File: src/rtl/flash_poll_pkg.sv
package flash_poll_pkg;

    localparam int FLAG_BIT = 5;

    typedef enum logic [2:0] {
        ST_IDLE,
        ST_RD_FIRST,
        ST_RD_SECOND,
        ST_RST_WRITE
    } poll_state_e;

    typedef struct packed {
        logic done;
        logic fail;
        logic abandoned;
    } poll_result_t;

    function automatic logic pick_bit(input logic [7:0] data, input int idx);
        return data[idx];
    endfunction

endpackage

File: src/rtl/tgl_compare.sv
module tgl_compare
    import flash_poll_pkg::*;
#(
    parameter int TGL_BIT = 6
) (
    input  logic       clk,
    input  logic       rst,
    input  logic       capture,
    input  logic [7:0] din,
    output logic       toggled,
    output logic       flag
);

    logic first_q;

    always_ff @(posedge clk) begin
        if (rst) begin
            first_q <= 1'b0;
        end else if (capture) begin
            first_q <= pick_bit(din, TGL_BIT);
        end
    end

    assign toggled = first_q ^ pick_bit(din, TGL_BIT);
    assign flag    = din[FLAG_BIT];

    initial begin
        a_r9_bit_choice : assert (TGL_BIT == 6 || TGL_BIT == 2);
    end

endmodule

File: src/rtl/poll_watchdog.sv
module poll_watchdog #(
    parameter int MAX_POLLS = 64
) (
    input  logic clk,
    input  logic rst,
    input  logic clear,
    input  logic tick,
    output logic last_pair
);

    localparam int CNT_W = $clog2(MAX_POLLS + 2);

    generate
        if (MAX_POLLS == 0) begin : g_off
            assign last_pair = 1'b0;
        end else begin : g_on
            logic [CNT_W-1:0] cnt;

            always_ff @(posedge clk) begin
                if (rst || clear) begin
                    cnt <= '0;
                end else if (tick && cnt < CNT_W'(MAX_POLLS)) begin
                    cnt <= cnt + 1'b1;
                end
            end

            assign last_pair = (cnt >= CNT_W'(MAX_POLLS - 1));

            a_r8_cnt_bound : assert property (@(posedge clk) disable iff (rst)
                cnt <= CNT_W'(MAX_POLLS));
        end
    endgenerate

endmodule

File: src/rtl/flash_toggle_poller.sv
module flash_toggle_poller
    import flash_poll_pkg::*;
#(
    parameter int              ADDR_W      = 20,
    parameter logic [ADDR_W-1:0] STATUS_ADDR = '0,
    parameter logic [ADDR_W-1:0] RST_ADDR    = '0,
    parameter logic [7:0]      RST_DATA    = 8'hF0,
    parameter int              TGL_BIT     = 6,
    parameter int              MAX_POLLS   = 64
) (
    input  logic              clk,
    input  logic              rst,
    input  logic              start,
    input  logic              pause,
    output logic              rd_req,
    output logic [ADDR_W-1:0] rd_addr,
    input  logic              rd_ack,
    input  logic [7:0]        rd_data,
    output logic              wr_req,
    output logic [ADDR_W-1:0] wr_addr,
    output logic [7:0]        wr_data,
    input  logic              wr_ack,
    output logic              busy,
    output logic              done,
    output logic              fail,
    output logic              abandoned
);

    poll_state_e  state;
    logic         recheck;
    poll_result_t res_q;
    logic         toggled;
    logic         flag;
    logic         last_pair;
    logic         pair_end;

    assign pair_end = (state == ST_RD_SECOND) && rd_ack;

    tgl_compare #(.TGL_BIT(TGL_BIT)) u_cmp (
        .clk     (clk),
        .rst     (rst),
        .capture ((state == ST_RD_FIRST) && rd_ack),
        .din     (rd_data),
        .toggled (toggled),
        .flag    (flag)
    );

    poll_watchdog #(.MAX_POLLS(MAX_POLLS)) u_wdog (
        .clk       (clk),
        .rst       (rst),
        .clear     ((state == ST_IDLE) && start),
        .tick      (pair_end),
        .last_pair (last_pair)
    );

    always_ff @(posedge clk) begin
        if (rst) begin
            state   <= ST_IDLE;
            recheck <= 1'b0;
            res_q   <= '0;
        end else begin
            res_q <= '0;
            case (state)
                ST_IDLE: begin
                    if (start) begin
                        state   <= ST_RD_FIRST;
                        recheck <= 1'b0;
                    end
                end
                ST_RD_FIRST: begin
                    if (rd_ack) state <= ST_RD_SECOND;
                end
                ST_RD_SECOND: begin
                    if (rd_ack) begin
                        if (!toggled) begin
                            res_q.done <= 1'b1;
                            state      <= ST_IDLE;
                        end else if (recheck) begin
                            state <= ST_RST_WRITE;
                        end else if (flag) begin
                            recheck <= 1'b1;
                            state   <= ST_RD_FIRST;
                        end else if (last_pair) begin
                            state <= ST_RST_WRITE;
                        end else if (pause) begin
                            res_q.abandoned <= 1'b1;
                            state           <= ST_IDLE;
                        end else begin
                            state <= ST_RD_FIRST;
                        end
                    end
                end
                ST_RST_WRITE: begin
                    if (wr_ack) begin
                        res_q.fail <= 1'b1;
                        state      <= ST_IDLE;
                    end
                end
                default: state <= ST_IDLE;
            endcase
        end
    end

    assign rd_req    = (state == ST_RD_FIRST) || (state == ST_RD_SECOND);
    assign rd_addr   = STATUS_ADDR;
    assign wr_req    = (state == ST_RST_WRITE);
    assign wr_addr   = RST_ADDR;
    assign wr_data   = RST_DATA;
    assign busy      = (state != ST_IDLE);
    assign done      = res_q.done;
    assign fail      = res_q.fail;
    assign abandoned = res_q.abandoned;

    a_r2_no_overlap : assert property (@(posedge clk) disable iff (rst)
        !(rd_req && wr_req));

    a_r2_read_held : assert property (@(posedge clk) disable iff (rst)
        ($past(rd_req) && !$past(rd_ack)) |-> rd_req);

    a_r6_write_held : assert property (@(posedge clk) disable iff (rst)
        ($past(wr_req) && !$past(wr_ack)) |-> wr_req);

    a_r6_fail_after_write : assert property (@(posedge clk) disable iff (rst)
        fail |-> $past(wr_req && wr_ack));

    a_r3_done_after_read : assert property (@(posedge clk) disable iff (rst)
        done |-> ($past(rd_req && rd_ack) && !busy && !wr_req));

    a_r7_abandon_after_read : assert property (@(posedge clk) disable iff (rst)
        abandoned |-> ($past(rd_req && rd_ack) && !busy));

    a_r10_one_result : assert property (@(posedge clk) disable iff (rst)
        $onehot0({done, fail, abandoned}));

    a_r10_busy_ends_with_result : assert property (@(posedge clk) disable iff (rst)
        $fell(busy) |-> (done || fail || abandoned));

endmodule

File: config.mk
export PLATFORM = sky130hd
export DESIGN_NAME = flash_toggle_poller
export DESIGN_NICKNAME = d
export VERILOG_FILES = /design/src/rtl/flash_poll_pkg.sv /design/src/rtl/tgl_compare.sv /design/src/rtl/poll_watchdog.sv /design/src/rtl/flash_toggle_poller.sv
export SDC_FILE = /design/constraint.sdc
export NUM_CORES = 1
export LEC_CHECK = 0
export BUFFER_PORTS_ARGS = -buffer_cell sky130_fd_sc_hd__buf_2
export CAP_MARGIN = 40
export CORE_MARGIN = 1
export CORE_UTILIZATION = 43
export CTS_CLUSTER_SIZE = 16
export DETAILED_ROUTE_END_ITERATION = 12
export GPL_TIMING_DRIVEN = 1
export HOLD_SLACK_MARGIN = 0.15
export PLACE_DENSITY = 0.78
export SETUP_SLACK_MARGIN = 0.05
export SLEW_MARGIN = 0
export SYNTH_ARGS = -nofsm -noshare
export SYNTH_HDL_FRONTEND = slang
export SYNTH_HIERARCHICAL = 1
export SYNTH_SLANG_ARGS = --single-unit
export TNS_END_PERCENT = 20
File: constraint.sdc
create_clock -name clk -period 2 [get_ports clk]
set_input_delay 0.2 -clock clk [delete_from_list [all_inputs] [get_ports clk]]
set_output_delay 0.2 -clock clk [all_outputs]
set_load 0.05 [all_outputs]
==> impl_summary.txt <==
----------------------------------------------------
[Timing]
  Setup repair after global routing missed its margin ... false
  Post-Route Hold Slack ... ~180 ps
  Final setup fails ... 0
  Hold Violations, Final ... 0
  Pins over their slew limit ... 0
  Period utilization ... between 80% and 90%
  Fmax ... about 0.56 GHz
  Skew final ... approximately 3.4 ps
  Setup TNS ... 0 ps
  Min cycle time layout ... about 1800 ps

[Min path]
  Hold wc startpoint ... rd_data[6]
  Hold WC Path Type ... primary input to flop

[Clock tree]
  Clock sink total ... 14
  Longest Clk Path Bufs ... 2
  TritonCTS clock tree ... done
  Htree depth ... 1
  Clock transition at path regs ... ~90 ps
  Number of clock buffers inserted by TritonCTS ... 3
  CTS Root Buffer Type ... sky130_fd_sc_hd__clkbuf_4
  Clock latency reported for the late side of the worst-skew pair ... between 200 and 300 ps

[Critical path]
  FF-to-FF setup slack ... approximately 200 ps
  Worst Setup End Kind ... flop
  Top fanout value on the critical path ... 4
  Req. time, crit path ... approximately 2200 ps
  Classification of the worst setup path ... flop to flop
  CP Launch Point ... u_wdog/g_on.cnt[0]
  R2r startpoint ... u_wdog/g_on.cnt[0]
  Data arrival time of the critical path ... approximately 2000 ps
  Worst Setup Start Kind ... flop

[Pwr]
  Worst IR Drop VDD ... around 0.0007 V
  Total internal power ... roughly 570 uW
  Total power consumption of the routed design ... 1.21 mW
  Net Sw Frac ... between 50% and 60%
  Static leakage power ... 0.518 nW
  Relative contribution of sequential cells to total power ... 28.9%
  Proportion of power drawn by the clock network ... about 17%
  Switching power summed over all nets ... between 600 and 700 uW
  Power density over cell area ... 1130 nW/um2
  Fraction of power consumed by combinational cells ... 54.3%

[Floorplanning]
  Area of the die ... 2820 um2
  Initial core utilization ... approximately 45%
  I/O Pins ... 68
  Die Wd ... 53.1 um
  Height of the die ... between 50 and 60 um
  Rows ... 18
  Core region area ... 2480 um2

[Layout]
  Fraction of final layout cells with drive strength greater than 1 ... between 10% and 20%
  Number of diodes added for antenna fixing ... 0
  Fin nets ... between 150 and 200
  Layout Area Growth over Synthesis ... -4.46%

[GRT]
  Leftover overflow at the end of global routing ... 0
  Largest net degree at the start of global routing ... 11
  Wire length of the first global-routing pass ... approximately 2.5 mm
  Via count of the first global-routing pass ... 630
  Antenna violations before repair ... 0
  GRT Resource Usage Total ... approximately 13%

[Job]
  Total of max-cap violations ... 0

[Logic synthesis]
  Unique cell type count in the Yosys netlist ... 36
  Cell count after synthesis ... approximately 140
  Largest cells by area after synthesis ... sky130_fd_sc_hd__buf_4 33%, sky130_fd_sc_hd__dfxtp_1 25%, sky130_fd_sc_hd__ha_1 6.7%
  Share of synthesized area occupied by flip-flops and latches ... about a quarter
  Warnings from Yosys ... 6
  Synth Cell Area ... ~1100 um2
  Cell type with the largest total area after synthesis ... sky130_fd_sc_hd__buf_4
  #FFs+latches synth ... 14
  Syn avg cell area ... roughly 8 um2
  Area share of the largest cell type after synthesis ... 32.8%

[Detailed routing]
  Final routed wirelength across all metal layers ... approximately 1.6 mm
  Number of remaining DRC errors ... 0
  Wire length per cell after detailed routing ... between 8 and 9 um
  Drt pass-1 iters ... 4
  Vias after detailed routing ... between 700 and 800
  Number of DRC violations after detailed-routing iteration 0 ... 24
  Post-detailed-route count of antenna-violating nets ... 0
  Via count normalized by instance count ... 4.38

[Outcome]
  Result of the run ... complete, no violations

[Placement]
  Number of buffer cells added on primary ports ... 13
  Final weighted congestion in routability-driven placement ... 0.807
  Total half-perimeter wirelength after legalization and detailed placement ... between 1 and 1.5 mm

----------------------------------------------------
what timing repair did:
item                                   in CTS  in global routing
hold buffers                                1                  0
setup buffers                               0                  0
gates resized for setup                     0                  0
endpoints found under the hold margin       1                  0
through the flow:
stage / std cells / area, um2 / util, % / setup WS, ps
after CTS: 180 / 1070 / 43.2 / 213
after detailed placement: 175 / 1020 / 41.4 / 269
after global placement: 175 / 1020 / 41.4 / 257
final: 180 / 1070 / 43.2 / 202
after floorplan: 182 / 1290 / - / 446
after global routing: 180 / 1070 / 43.2 / 72.0
flip-flops by register name (all words and copies together) (netlist names):
name             flops
done                 1
state                2
fail                 1
recheck              1
u_wdog/g_on.cnt      7
u_cmp/first_q        1
abandoned            1
worst max-delay path: stages (launching register included):
cell	delay, ps
sky130_fd_sc_hd__dfxtp_1	360
sky130_fd_sc_hd__ha_1	240
sky130_fd_sc_hd__a21oi_1	160
sky130_fd_sc_hd__o21bai_1	110
sky130_fd_sc_hd__nor4b_1	430
sky130_fd_sc_hd__o21ai_0	160
sky130_fd_sc_hd__a31o_2	240
cell usage in the layout, fill, tap and decap left out, types with 2 or more instances in the layout:
cell type                  count
sky130_fd_sc_hd__conb_1       48
sky130_fd_sc_hd__dfxtp_1      14
sky130_fd_sc_hd__buf_2        13
sky130_fd_sc_hd__nor2_1        8
sky130_fd_sc_hd__inv_1         7
sky130_fd_sc_hd__nand2_1       6
sky130_fd_sc_hd__ha_1          6
sky130_fd_sc_hd__o21ai_0       4
sky130_fd_sc_hd__a21oi_1       4
sky130_fd_sc_hd__nand2b_1      3
sky130_fd_sc_hd__clkbuf_4      3
sky130_fd_sc_hd__or3_1         3
sky130_fd_sc_hd__and2_1        2
sky130_fd_sc_hd__nor3_1        2
sky130_fd_sc_hd__o21bai_1      2
sky130_fd_sc_hd__mux2i_1       2
sky130_fd_sc_hd__xnor2_1       2
power by group through the flow:
stage / Sequential (mW) / Clock, mW / Combinational (mW)
after global routing: 0.353 / 0.238 / 0.703
after CTS: 0.347 / 0.213 / 0.656
final: 0.349 / 0.203 / 0.656
after detailed placement: 0.355 / 0 / 0.652
after floorplan: 0.355 / 0 / 0.643
after global placement: 0.354 / 0 / 0.646
routing by layer:
metal  routed length [um]  vias up  part of all wire (%)  global-route usage, %
li1                     -      386                     -                      -
met1                  701      354                    43                   15.4
met2                  763       45                    47                   18.6
met3                  129        4                   8.0                   3.45
met4                   22        0                   1.4                   11.0
met5                    0        -                     0                      0
cells by family after synthesis:
logic type               share of synthesized area, %
buffers and inverters                            35.5
AND/OR/NAND/NOR                                  15.7
AO/OA/AOI/OAI                                    12.3
flip-flops                                       25.0
adder cells (fa/ha/maj)                          6.70
XOR/XNOR                                         2.34
other                                           0.670
multiplexers                                     1.79
synth_stat cells:
cell	count
sky130_fd_sc_hd__and3_1	1
sky130_fd_sc_hd__buf_4	49
sky130_fd_sc_hd__conb_1	2
sky130_fd_sc_hd__nor4b_1	1
sky130_fd_sc_hd__nand2_2	1
sky130_fd_sc_hd__mux2i_1	2
sky130_fd_sc_hd__a31o_2	1
sky130_fd_sc_hd__nand3b_1	1
sky130_fd_sc_hd__nand3_1	1
sky130_fd_sc_hd__nand2_1	6
sky130_fd_sc_hd__dfxtp_1	14
sky130_fd_sc_hd__o21bai_1	2
sky130_fd_sc_hd__and2b_2	1
sky130_fd_sc_hd__and2_1	2
sky130_fd_sc_hd__nand4_1	1
sky130_fd_sc_hd__xnor2_1	2
sky130_fd_sc_hd__a221oi_1	1
sky130_fd_sc_hd__a21oi_1	4
sky130_fd_sc_hd__a31oi_1	1
sky130_fd_sc_hd__a21bo_2	1
sky130_fd_sc_hd__or3_1	3
sky130_fd_sc_hd__nand4b_1	1
sky130_fd_sc_hd__a311oi_2	1
sky130_fd_sc_hd__inv_1	7
sky130_fd_sc_hd__nor3_1	2
sky130_fd_sc_hd__xor2_1	1
sky130_fd_sc_hd__a211o_1	1
sky130_fd_sc_hd__o2111ai_1	1
sky130_fd_sc_hd__o21a_1	1
sky130_fd_sc_hd__clkbuf_1	1
sky130_fd_sc_hd__or2_2	1
sky130_fd_sc_hd__nand2b_1	3
sky130_fd_sc_hd__o21ai_0	4
sky130_fd_sc_hd__a311oi_1	1
sky130_fd_sc_hd__ha_1	6
sky130_fd_sc_hd__nor2_1	8
worst paths after layout:
kind,endpoint,cells past startpoint
setup / recovery,state[0],6
hold / removal,u_cmp/first_q,3
setup reg to reg,state[0],6
hold reg to reg,u_wdog/g_on.cnt[5],2
area by class of cell:
type                            count  area [um2]
Timing Repair Buffer               14        75.1
Inverter                            7        26.3
Sequential cell                    14         280
Tap cell                           30        37.5
Fill cell                         256        1410
Clock buffer                        4        36.3
Multi-Input combinational cell    111         616
Power figures use the tool's default switching activity.
